$ cat src/rtl/adcseq_pkg.sv
package adcseq_pkg;

    typedef enum logic [3:0] {
        ST_IDLE,
        ST_WAKE,
        ST_PRE,
        ST_WR,
        ST_DUMMY,
        ST_GAP,
        ST_REAL,
        ST_WAIT,
        ST_READ,
        ST_REC
    } seq_st_e;

    function automatic int cmax(input int a, input int b);
        return (a > b) ? a : b;
    endfunction

endpackage

$ cat src/rtl/adcseq_timer.sv
module adcseq_timer #(
    parameter int CW = 6
) (
    input  logic          clk,
    input  logic          rst_n,
    input  logic          load_i,
    input  logic [CW-1:0] val_i,
    output logic          zero_o
);
    logic [CW-1:0] cnt_d, cnt_q;

    always_comb begin
        cnt_d = cnt_q;
        if (load_i) begin
            cnt_d = val_i;
        end else if (cnt_q != '0) begin
            cnt_d = cnt_q - 1'b1;
        end
    end

    always_ff @(posedge clk or negedge rst_n) begin
        if (!rst_n) cnt_q <= '0;
        else        cnt_q <= cnt_d;
    end

    assign zero_o = (cnt_q == '0);


    count_down_chk: assert property (@(posedge clk) disable iff (!rst_n)
        (!load_i && cnt_q != '0) |=> (cnt_q == $past(cnt_q) - 1'b1));
endmodule

$ cat src/rtl/adcseq_lowbit.sv
module adcseq_lowbit #(
    parameter int N  = 8,
    parameter int IW = 3
) (
    input  logic [N-1:0]  vec_i,
    output logic [IW-1:0] idx_o,
    output logic          any_o
);
    always_comb begin
        idx_o = '0;
        for (int i = N - 1; i >= 0; i--) begin
            if (vec_i[i]) idx_o = IW'(i);
        end
    end

    assign any_o = |vec_i;
endmodule

$ cat src/rtl/adc_wake_sequencer.sv
module adc_wake_sequencer
    import adcseq_pkg::*;
#(
    parameter int NCH         = 8,
    parameter int DW          = 14,
    parameter int WAKE_CYC    = 40,
    parameter int PRE_EXT_CYC = 20,
    parameter int PRE_INT_CYC = 8,
    parameter int GAP_EXT_CYC = 15,
    parameter int GAP_INT_CYC = 6,
    parameter int PULSE_CYC   = 2,
    parameter int WR_CYC      = 2,
    parameter int RD_CYC      = 2
) (
    input  logic                    clk,
    input  logic                    rst_n,
    input  logic                    start_i,
    input  logic [NCH-1:0]          mask_i,
    input  logic                    allon_i,
    input  logic                    ext_clk_i,
    input  logic                    eoc_n_i,
    input  logic                    eolc_n_i,
    input  logic [DW-1:0]           bus_di,
    output logic [NCH-1:0]          bus_do,
    output logic                    bus_oe_o,
    output logic                    cs_n_o,
    output logic                    rd_n_o,
    output logic                    wr_n_o,
    output logic                    convst_n_o,
    output logic                    shdn_o,
    output logic                    allon_o,
    output logic                    res_valid_o,
    output logic [DW-1:0]           res_data_o,
    output logic [$clog2(NCH)-1:0]  res_chan_o
);
    localparam int CIW  = $clog2(NCH);
    localparam int MAXC = cmax(cmax(cmax(WAKE_CYC, PRE_EXT_CYC), cmax(PRE_INT_CYC, GAP_EXT_CYC)),
                               cmax(cmax(GAP_INT_CYC, PULSE_CYC), cmax(WR_CYC, RD_CYC)));
    localparam int CW   = $clog2(MAXC + 1);
    localparam logic [CW-1:0] T_WAKE  = CW'(WAKE_CYC - 1);
    localparam logic [CW-1:0] T_PREX  = CW'(PRE_EXT_CYC - 1);
    localparam logic [CW-1:0] T_PREI  = CW'(PRE_INT_CYC - 1);
    localparam logic [CW-1:0] T_GAPX  = CW'(GAP_EXT_CYC - 1);
    localparam logic [CW-1:0] T_GAPI  = CW'(GAP_INT_CYC - 1);
    localparam logic [CW-1:0] T_PULSE = CW'(PULSE_CYC - 1);
    localparam logic [CW-1:0] T_WR    = CW'(WR_CYC - 1);
    localparam logic [CW-1:0] T_RD    = CW'(RD_CYC - 1);

    typedef struct packed {
        seq_st_e        st;
        logic [NCH-1:0] mask;
        logic [NCH-1:0] rem;
        logic [CIW-1:0] chan;
        logic           allon;
        logic           ext;
        logic           vld;
        logic [DW-1:0]  data;
    } ctl_t;

    ctl_t           c_d, c_q;
    logic           t_load;
    logic [CW-1:0]  t_val;
    logic           t_zero;
    logic [CIW-1:0] lo_idx;
    logic           lo_any;

    adcseq_timer #(.CW(CW)) timer_i (
        .clk    (clk),
        .rst_n  (rst_n),
        .load_i (t_load),
        .val_i  (t_val),
        .zero_o (t_zero)
    );

    adcseq_lowbit #(.N(NCH), .IW(CIW)) pick_i (
        .vec_i (c_q.rem),
        .idx_o (lo_idx),
        .any_o (lo_any)
    );

    always_comb begin
        c_d     = c_q;
        c_d.vld = 1'b0;
        t_load  = 1'b0;
        t_val   = '0;
        unique case (c_q.st)
            ST_IDLE: begin
                if (start_i && (|mask_i)) begin
                    c_d.mask  = mask_i;
                    c_d.rem   = mask_i;
                    c_d.allon = allon_i;
                    c_d.ext   = ext_clk_i;
                    c_d.st    = ST_WAKE;
                    t_load    = 1'b1;
                    t_val     = T_WAKE;
                end
            end
            ST_WAKE: begin
                if (t_zero) begin
                    c_d.st = ST_PRE;
                    t_load = 1'b1;
                    t_val  = c_q.ext ? T_PREX : T_PREI;
                end
            end
            ST_PRE: begin
                if (t_zero) begin
                    c_d.st = ST_WR;
                    t_load = 1'b1;
                    t_val  = T_WR;
                end
            end
            ST_WR: begin
                if (t_zero) begin
                    c_d.st = c_q.allon ? ST_REAL : ST_DUMMY;
                    t_load = 1'b1;
                    t_val  = T_PULSE;
                end
            end
            ST_DUMMY: begin
                if (t_zero) begin
                    c_d.st = ST_GAP;
                    t_load = 1'b1;
                    t_val  = c_q.ext ? T_GAPX : T_GAPI;
                end
            end
            ST_GAP: begin
                if (t_zero || (!c_q.ext && !eoc_n_i)) begin
                    c_d.st = ST_REAL;
                    t_load = 1'b1;
                    t_val  = T_PULSE;
                end
            end
            ST_REAL: begin
                if (t_zero) c_d.st = ST_WAIT;
            end
            ST_WAIT: begin
                if (!eolc_n_i) begin
                    c_d.st          = ST_READ;
                    c_d.chan        = lo_idx;
                    c_d.rem[lo_idx] = 1'b0;
                    t_load          = 1'b1;
                    t_val           = T_RD;
                end
            end
            ST_READ: begin
                if (t_zero) begin
                    c_d.vld  = 1'b1;
                    c_d.data = bus_di;
                    c_d.st   = ST_REC;
                end
            end
            ST_REC: begin
                if (lo_any) begin
                    c_d.st          = ST_READ;
                    c_d.chan        = lo_idx;
                    c_d.rem[lo_idx] = 1'b0;
                    t_load          = 1'b1;
                    t_val           = T_RD;
                end else begin
                    c_d.st = ST_IDLE;
                end
            end
            default: c_d.st = ST_IDLE;
        endcase
    end

    always_ff @(posedge clk or negedge rst_n) begin
        if (!rst_n) begin
            c_q    <= '0;
            c_q.st <= ST_IDLE;
        end else begin
            c_q <= c_d;
        end
    end

    assign shdn_o      = (c_q.st == ST_IDLE);
    assign wr_n_o      = (c_q.st != ST_WR);
    assign rd_n_o      = (c_q.st != ST_READ);
    assign cs_n_o      = !((c_q.st == ST_WR) || (c_q.st == ST_READ));
    assign convst_n_o  = !((c_q.st == ST_DUMMY) || (c_q.st == ST_REAL));
    assign bus_oe_o    = (c_q.st == ST_WR);
    assign bus_do      = (c_q.st == ST_WR) ? c_q.mask : '0;
    assign allon_o     = c_q.allon;
    assign res_valid_o = c_q.vld;
    assign res_data_o  = c_q.data;
    assign res_chan_o  = c_q.chan;

    // Checking state for the assertions below
    localparam int SAT  = 2 * MAXC + 2;
    localparam int SW   = $clog2(SAT + 1);
    localparam int HW   = $clog2(WAKE_CYC + cmax(PRE_EXT_CYC, PRE_INT_CYC) + 2);
    logic [CW-1:0]  low_len_q;
    logic           conv_prev_q, rd_prev_q, seen_q;
    logic [SW-1:0]  since_q;
    logic [HW-1:0]  shdn_cnt_q;
    logic [CIW:0]   reads_q;
    logic [CIW-1:0] last_chan_q;
    logic           conv_fall;

    assign conv_fall = conv_prev_q && !convst_n_o;

    always_ff @(posedge clk or negedge rst_n) begin
        if (!rst_n) begin
            low_len_q   <= '0;
            conv_prev_q <= 1'b1;
            rd_prev_q   <= 1'b1;
            since_q     <= SW'(SAT);
            shdn_cnt_q  <= '0;
            reads_q     <= '0;
            seen_q      <= 1'b0;
            last_chan_q <= '0;
        end else begin
            low_len_q   <= convst_n_o ? '0 : low_len_q + 1'b1;
            conv_prev_q <= convst_n_o;
            rd_prev_q   <= rd_n_o;
            if (conv_fall)                 since_q <= SW'(1);
            else if (since_q < SW'(SAT))   since_q <= since_q + 1'b1;
            if (shdn_o)                                  shdn_cnt_q <= '0;
            else if (shdn_cnt_q != {HW{1'b1}})           shdn_cnt_q <= shdn_cnt_q + 1'b1;
            if (shdn_o)                       reads_q <= '0;
            else if (rd_prev_q && !rd_n_o)    reads_q <= reads_q + 1'b1;
            if (shdn_o) seen_q <= 1'b0;
            else if (res_valid_o) begin
                seen_q      <= 1'b1;
                last_chan_q <= res_chan_o;
            end
        end
    end


    pulse_width_chk: assert property (@(posedge clk) disable iff (!rst_n)
        $rose(convst_n_o) |-> (low_len_q == CW'(PULSE_CYC)));


    ext_gap_chk: assert property (@(posedge clk) disable iff (!rst_n)
        (conv_fall && c_q.st == ST_REAL && !c_q.allon && c_q.ext)
            |-> (since_q >= SW'(PULSE_CYC + GAP_EXT_CYC)));


    wake_quiet_chk: assert property (@(posedge clk) disable iff (!rst_n)
        (!shdn_o && (int'(shdn_cnt_q) < WAKE_CYC + (c_q.ext ? PRE_EXT_CYC : PRE_INT_CYC)))
            |-> (convst_n_o && wr_n_o));


    read_count_chk: assert property (@(posedge clk) disable iff (!rst_n)
        $rose(shdn_o) |-> (int'(reads_q) == $countones(c_q.mask)));


    result_after_read_chk: assert property (@(posedge clk) disable iff (!rst_n)
        res_valid_o |-> $past(!rd_n_o));


    chan_order_chk: assert property (@(posedge clk) disable iff (!rst_n)
        (res_valid_o && seen_q) |-> (res_chan_o > last_chan_q));
endmodule

$ cat config.mk
export PLATFORM = sky130hd
export DESIGN_NAME = adc_wake_sequencer
export DESIGN_NICKNAME = d
export VERILOG_FILES = /design/src/rtl/adcseq_pkg.sv /design/src/rtl/adcseq_timer.sv /design/src/rtl/adcseq_lowbit.sv /design/src/rtl/adc_wake_sequencer.sv
export SDC_FILE = /design/constraint.sdc
export NUM_CORES = 1
export LEC_CHECK = 0
export BUFFER_PORTS_ARGS = -buffer_cell sky130_fd_sc_hd__buf_2
export CAP_MARGIN = 20
export CORE_MARGIN = 2
export CORE_UTILIZATION = 57
export DETAILED_ROUTE_END_ITERATION = 10
export GPL_TIMING_DRIVEN = 1
export PLACE_DENSITY = 0.87
export SYNTH_ARGS = -nofsm -noshare
export SYNTH_HDL_FRONTEND = slang
export SYNTH_SLANG_ARGS = --single-unit
$ cat constraint.sdc
create_clock -name clk -period 4.7 [get_ports clk]
set_input_delay 0.47 -clock clk [delete_from_list [all_inputs] [get_ports clk]]
set_output_delay 0.47 -clock clk [all_outputs]
set_load 0.01 [all_outputs]
* After elaboration in Yosys (flattened, before gate mapping) *
Cells that the tools add are included.

word-level totals
  register bits = 46
  input bits = 29

operators by class
  $add $sub $neg = 1
  $lt $le $gt $ge = 2
  eq/ne operators = 21
  mux-type cells = 47
  bitwise gates (word level) = 2
  reduce and logical (&&, ||, !) cells = 25

operators with widths
  kind                   count
  $mux W4                11
  $pmux W6 S7            1
  $pmux W4 S10           1
  $mux W15               2
  $mux W3                8
  $pmux W8 S3            1
  $mux W11               2
  $mux W20               1
  $mux W6                3
  $eq A4 B3 Y1 const B   4
  $ne A2 B2 Y1 const B   8
  $reduce_or A8 Y1       2
  $mux W1                10
  $mux W5                2
  $reduce_and A9 Y1      1
  $and A8 B8 Y8          1
  $eq A4 B2 Y1 const B   2
  $eq A4 B4 Y1 const B   2
  $mux W8                1
  $not A8 Y8             1
  $logic_not A6 Y1       1
  $pmux W3 S2            1
  $reduce_bool A6 Y1     1
  $sub A6 B1 Y6 const B  1
  other kinds (20)       30

* Longest topological paths before layout *
  depth after elaboration = 16
  gate-level depth with buffers = 10
  depth with buffers taken out = 8

* Modules after synthesis *
Synthesis repeated with hierarchy kept, for this count alone.

second synthesis, totals
  cells, all modules = 256
  area total of the unflattened synthesis = 2652.5 sq um

by module, submodules not included
  module              times used  cells an instance  area each (sq um)  sequential area each (sq um)
  adc_wake_sequencer  1           203                2170.8             1001.0
  adcseq_timer        1           40                 400.4              150.1
  adcseq_lowbit       1           13                 81.3               0.0

* Worst setup path after synthesis *
No wires, ideal clock.

  path type = register to register
  from = reg timer_i.cnt_q[0]
  to = reg timer_i.cnt_q[2]
  setup time = 0.124 ns
  data arrival time = 1.955 ns
  path slack = 2.621 ns
  stages on the path, launching flop included = 10
  path buffers = 1
  period minus slack after synthesis = 2.079 ns
  cell sequence = dfrtp_1 > inv_1 > ha_1 > or3b_1 > nor3_1 > buf_2 > o21ai_0 > o311ai_4 > nor2_2 > o31a_1

between the ends
  cells in the longest elaborated chain, start to end = 5
  elaborated cells between the ends (all ways) = 13
  classes of those cells = 1 x add/sub; 8 x mux; 4 x reduce/logical

ends and longest elaborated chain
  what                                                                   line                text
  from (decl)                                                            adcseq_timer.sv:10  logic [CW-1:0] cnt_d, cnt_q;
  from (signal assigned)                                                 adcseq_timer.sv:23  else cnt_q <= cnt_d;
  parallel branches: the longest is 5 deep, another holds $sub A6 B1 Y6  --

Several ways; the timed one is not identified. The select of a mux whose other input is x is not followed.
A chain may end at the register's enable or synchronous reset.

* Worst setup path in the final report *
  from = reg c_q[37] (netlist bit)
  to = out bus_do[2]

between the ends
  cells in the longest elaborated chain, start to end = 2

ends and longest elaborated chain
  what          line                       text
  from (decl)   adc_wake_sequencer.sv:60   ctl_t c_d, c_q;
  $eq A4 B2 Y1  adc_wake_sequencer.sv:182  assign bus_do = (c_q.st == ST_WR) ? c_q.mask : '0;
  $mux W8       adc_wake_sequencer.sv:182
  to (decl)     adc_wake_sequencer.sv:24   output logic [NCH-1:0] bus_do,

Every way passes these cells.

==> flow_summary.json <==
{
  "period_needed_ns": 2.93,
  "cts_resized": 0,
  "die_w_um": 70.0,
  "die_area_sq_mm": 0.00490,
  "dr.pass1.iters": 4,
  "postSynthAreaPerCell_sq_um": 8.68,
  "synthArstFlopShare": 1.00,
  "postLayoutSetupSlackWorst_ns": 1.77,
  "worstPathRequired_ns": 4.23,
  "final_nets": 354,
  "synth_top_area_cell": "dfrtp_1",
  "hold_path_class": "in -> async",
  "crit_arrival_ns": 2.46,
  "path_class": "reg -> out",
  "ios": 62,
  "synth.area.top_cells": "dfrtp_1 (46%), nand2_1 (13%), buf_4 (5.1%)",
  "wl_per_cell_um": 14.0,
  "rows": 23,
  "ys_warn_count": 0,
  "crit_path_top_delay_cell": "nor3_1",
  "cts_tree": "built",
  "via_per_inst": 5.59,
  "cts_buffers": 5,
  "worst_pin_slew_ns": 1.05,
  "min_period_over_period": 0.624,
  "grt_pass1_wl_um": 9130,
  "crit_chain": "nand2_1 -> nor3_1 -> and2_1 -> buf_2",
  "synth_top_area_frac": 0.464,
  "setup_violations": 0,
  "slowest_delay_ns": 0.84,
  "place_hpwl_um": 3630,
  "portBuffers": 61,
  "synth_cell_types": 49,
  "regToRegSetupSlack_ns": 2.16,
  "cts_sinks": 46,
  "ys_seq_area_frac": 0.464,
  "area_growth_pct": 12.3,
  "finClkSkew_ns": 0.00573,
  "htreeDepth": 2,
  "grt_overflow": 0,
  "worst-path-max-fanout": 17,
  "maxCapViolCount": 0,
  "synth-main-ff-cell": "dfrtp_1",
  "grt_pass1_vias": 1939,
  "cts_buffer_depth": 2,
  "max_slew_margin": 0.294,
  "drive_above_1_share": 0.240,
  "multi_input_area_sq_mm": 0.00109,
  "grt_setup_unrepaired": "no",
  "grt_max_degree": 47,
  "p_leak_nw": 1.34,
  "fillers": 336,
  "status": "finished clean",
  "initial_core_util": 0.607,
  "dp_slack_ns": 2.12,
  "initialDrtViolationCount": 83,
  "synthCells": 286,
  "cts_setup_buffers": 0,
  "place_congestion": 0.832,
  "core_area_sq_mm": 0.00409,
  "max_freq_ghz": 0.341,
  "hold_buffers": 0,
  "drc": 0,
  "vdd_drop_max_mv": 0.470,
  "synth_nets": 316,
  "slew_violations": 0,
  "grt_util_all_layers": 0.233,
  "antenna_found_initial": 0,
  "powerDensity_mw_per_mm2": 634,
  "synth_edf_count": 0,
  "dieHeight_um": 70.0,
  "synth_seq_cells": 46,
  "end_kind": "primary output",
  "synth.cell_area_sq_mm": 0.00248,
  "regArea_sq_mm": 0.00115,
  "clock_latency_ns": 0.31,
  "wl_um": 5260,
  "hold_viol_final": 0,
  "n_antenna_cell": 0,
  "fin_setup_tns_ns": 0,
  "clkSlewWorstSetupHoldPaths_ns": 0.09,
  "crit_path_start_kind": "flop",
  "postRouteAntennaNets": 0,
  "via_count": 2096,
  "cts_root_buf": "clkbuf_8"
}
[final cells by class]
cell class | count | area share
Timing Repair Buffer | 63 | 0.119
Multi-Input combinational cell | 198 | 0.391
Inverter | 10 | 0.0135
Clock buffer | 5 | 0.0247
Sequential cell | 46 | 0.413
Clock inverter | 3 | 0.0157
Tap cell | 50 | 0.0225
[state kept, by name (all words and copies together) (netlist names)]
name and cells:
c_q 21, res_data_o 14, timer_i.cnt_q 6, res_chan_o 3
res_valid_o 1, allon_o 1
[cell usage after synthesis (4+ instances only)]
cell	number
nand2_1	86
nor2_1	11
dfrtp_1	46
or3_1	4
clkbuf_1	10
inv_1	10
nor3_1	11
and2_1	8
buf_4	17
a21oi_1	10
o21ai_0	12
[through the flow]
step / total power, mW / instance area (sq um) / std cells / utilization / hold WS, ns
final: 1.77 / 2790 / 375 / 0.682 / 0.0116
after global routing: 1.92 / 2790 / 375 / 0.682 / 0.00992
after CTS: 1.77 / 2770 / 374 / 0.677 / 0.332
after detailed placement: 1.46 / 2650 / 366 / 0.649 / 0.458
after global placement: 1.43 / 2650 / 366 / 0.649 / 0.451
after floorplan: 1.30 / 2480 / 286 / - / 0.174
[layer usage]
layer	part of all wire	routed length, um	track usage
met5	0	0	0
met4	0.018	94	0.0726
met3	0.074	391	0.0635
met2	0.45	2350	0.358
met1	0.46	2430	0.324
[final timing paths]
kind	from	end	depth (start not counted)
worst max-delay path	c_q[37]	bus_do[2]	4
worst min-delay path	rst_n	c_q[38]	1
worst max register to register	c_q[37]	c_q[25]	5
worst min register to register	res_data_o[0]	res_data_o[0]	2
max in group asynchronous	rst_n	c_q[28]	2
min in group clk	bus_di[8]	res_data_o[8]	3
[cells by family (layout without fill, tap and decap cells)]
kind of cell,after synthesis,after routing,synth area share
AO/OA/AOI/OAI,46,46,0.136
XOR/XNOR,3,3,0.0106
adder cells (fa/ha/maj),1,1,0.00504
buffers and inverters,42,81,0.0968
flip-flops,46,46,0.464
multiplexers,1,1,0.00403
AND/OR/NAND/NOR,147,147,0.284
[worst max-delay path, delay by kind of cell, from the launching register on]
| family | cells | cell delay, ns |
|---|---|---|
| buffers and inverters | 1 | 0.14 |
| AND/OR/NAND/NOR | 3 | 1.28 |
| flip-flops | 1 | 0.73 |
[power breakdown]
| group | switching, mW | internal, mW |
|---|---|---|
| clock network | 0.139 | 0.159 |
| registers | 0.178 | 0.539 |
| logic | 0.424 | 0.328 |
| total | 0.741 | 1.03 |
[cells in the final DEF, fill, tap and decap left out, types with 3 or more instances in the layout]
master / n
or3_1: 4
a21oi_1: 10
nor3_1: 11
dfrtp_1: 46
o21ai_0: 12
nor2b_1: 3
inv_1: 10
clkbuf_8: 5
nand2_1: 86
nor4_1: 3
o311ai_0: 3
or4_1: 3
nor2_1: 11
nor3b_1: 3
buf_2: 61
and2_1: 8
Note: power is estimated with default switching activity, not from simulation.
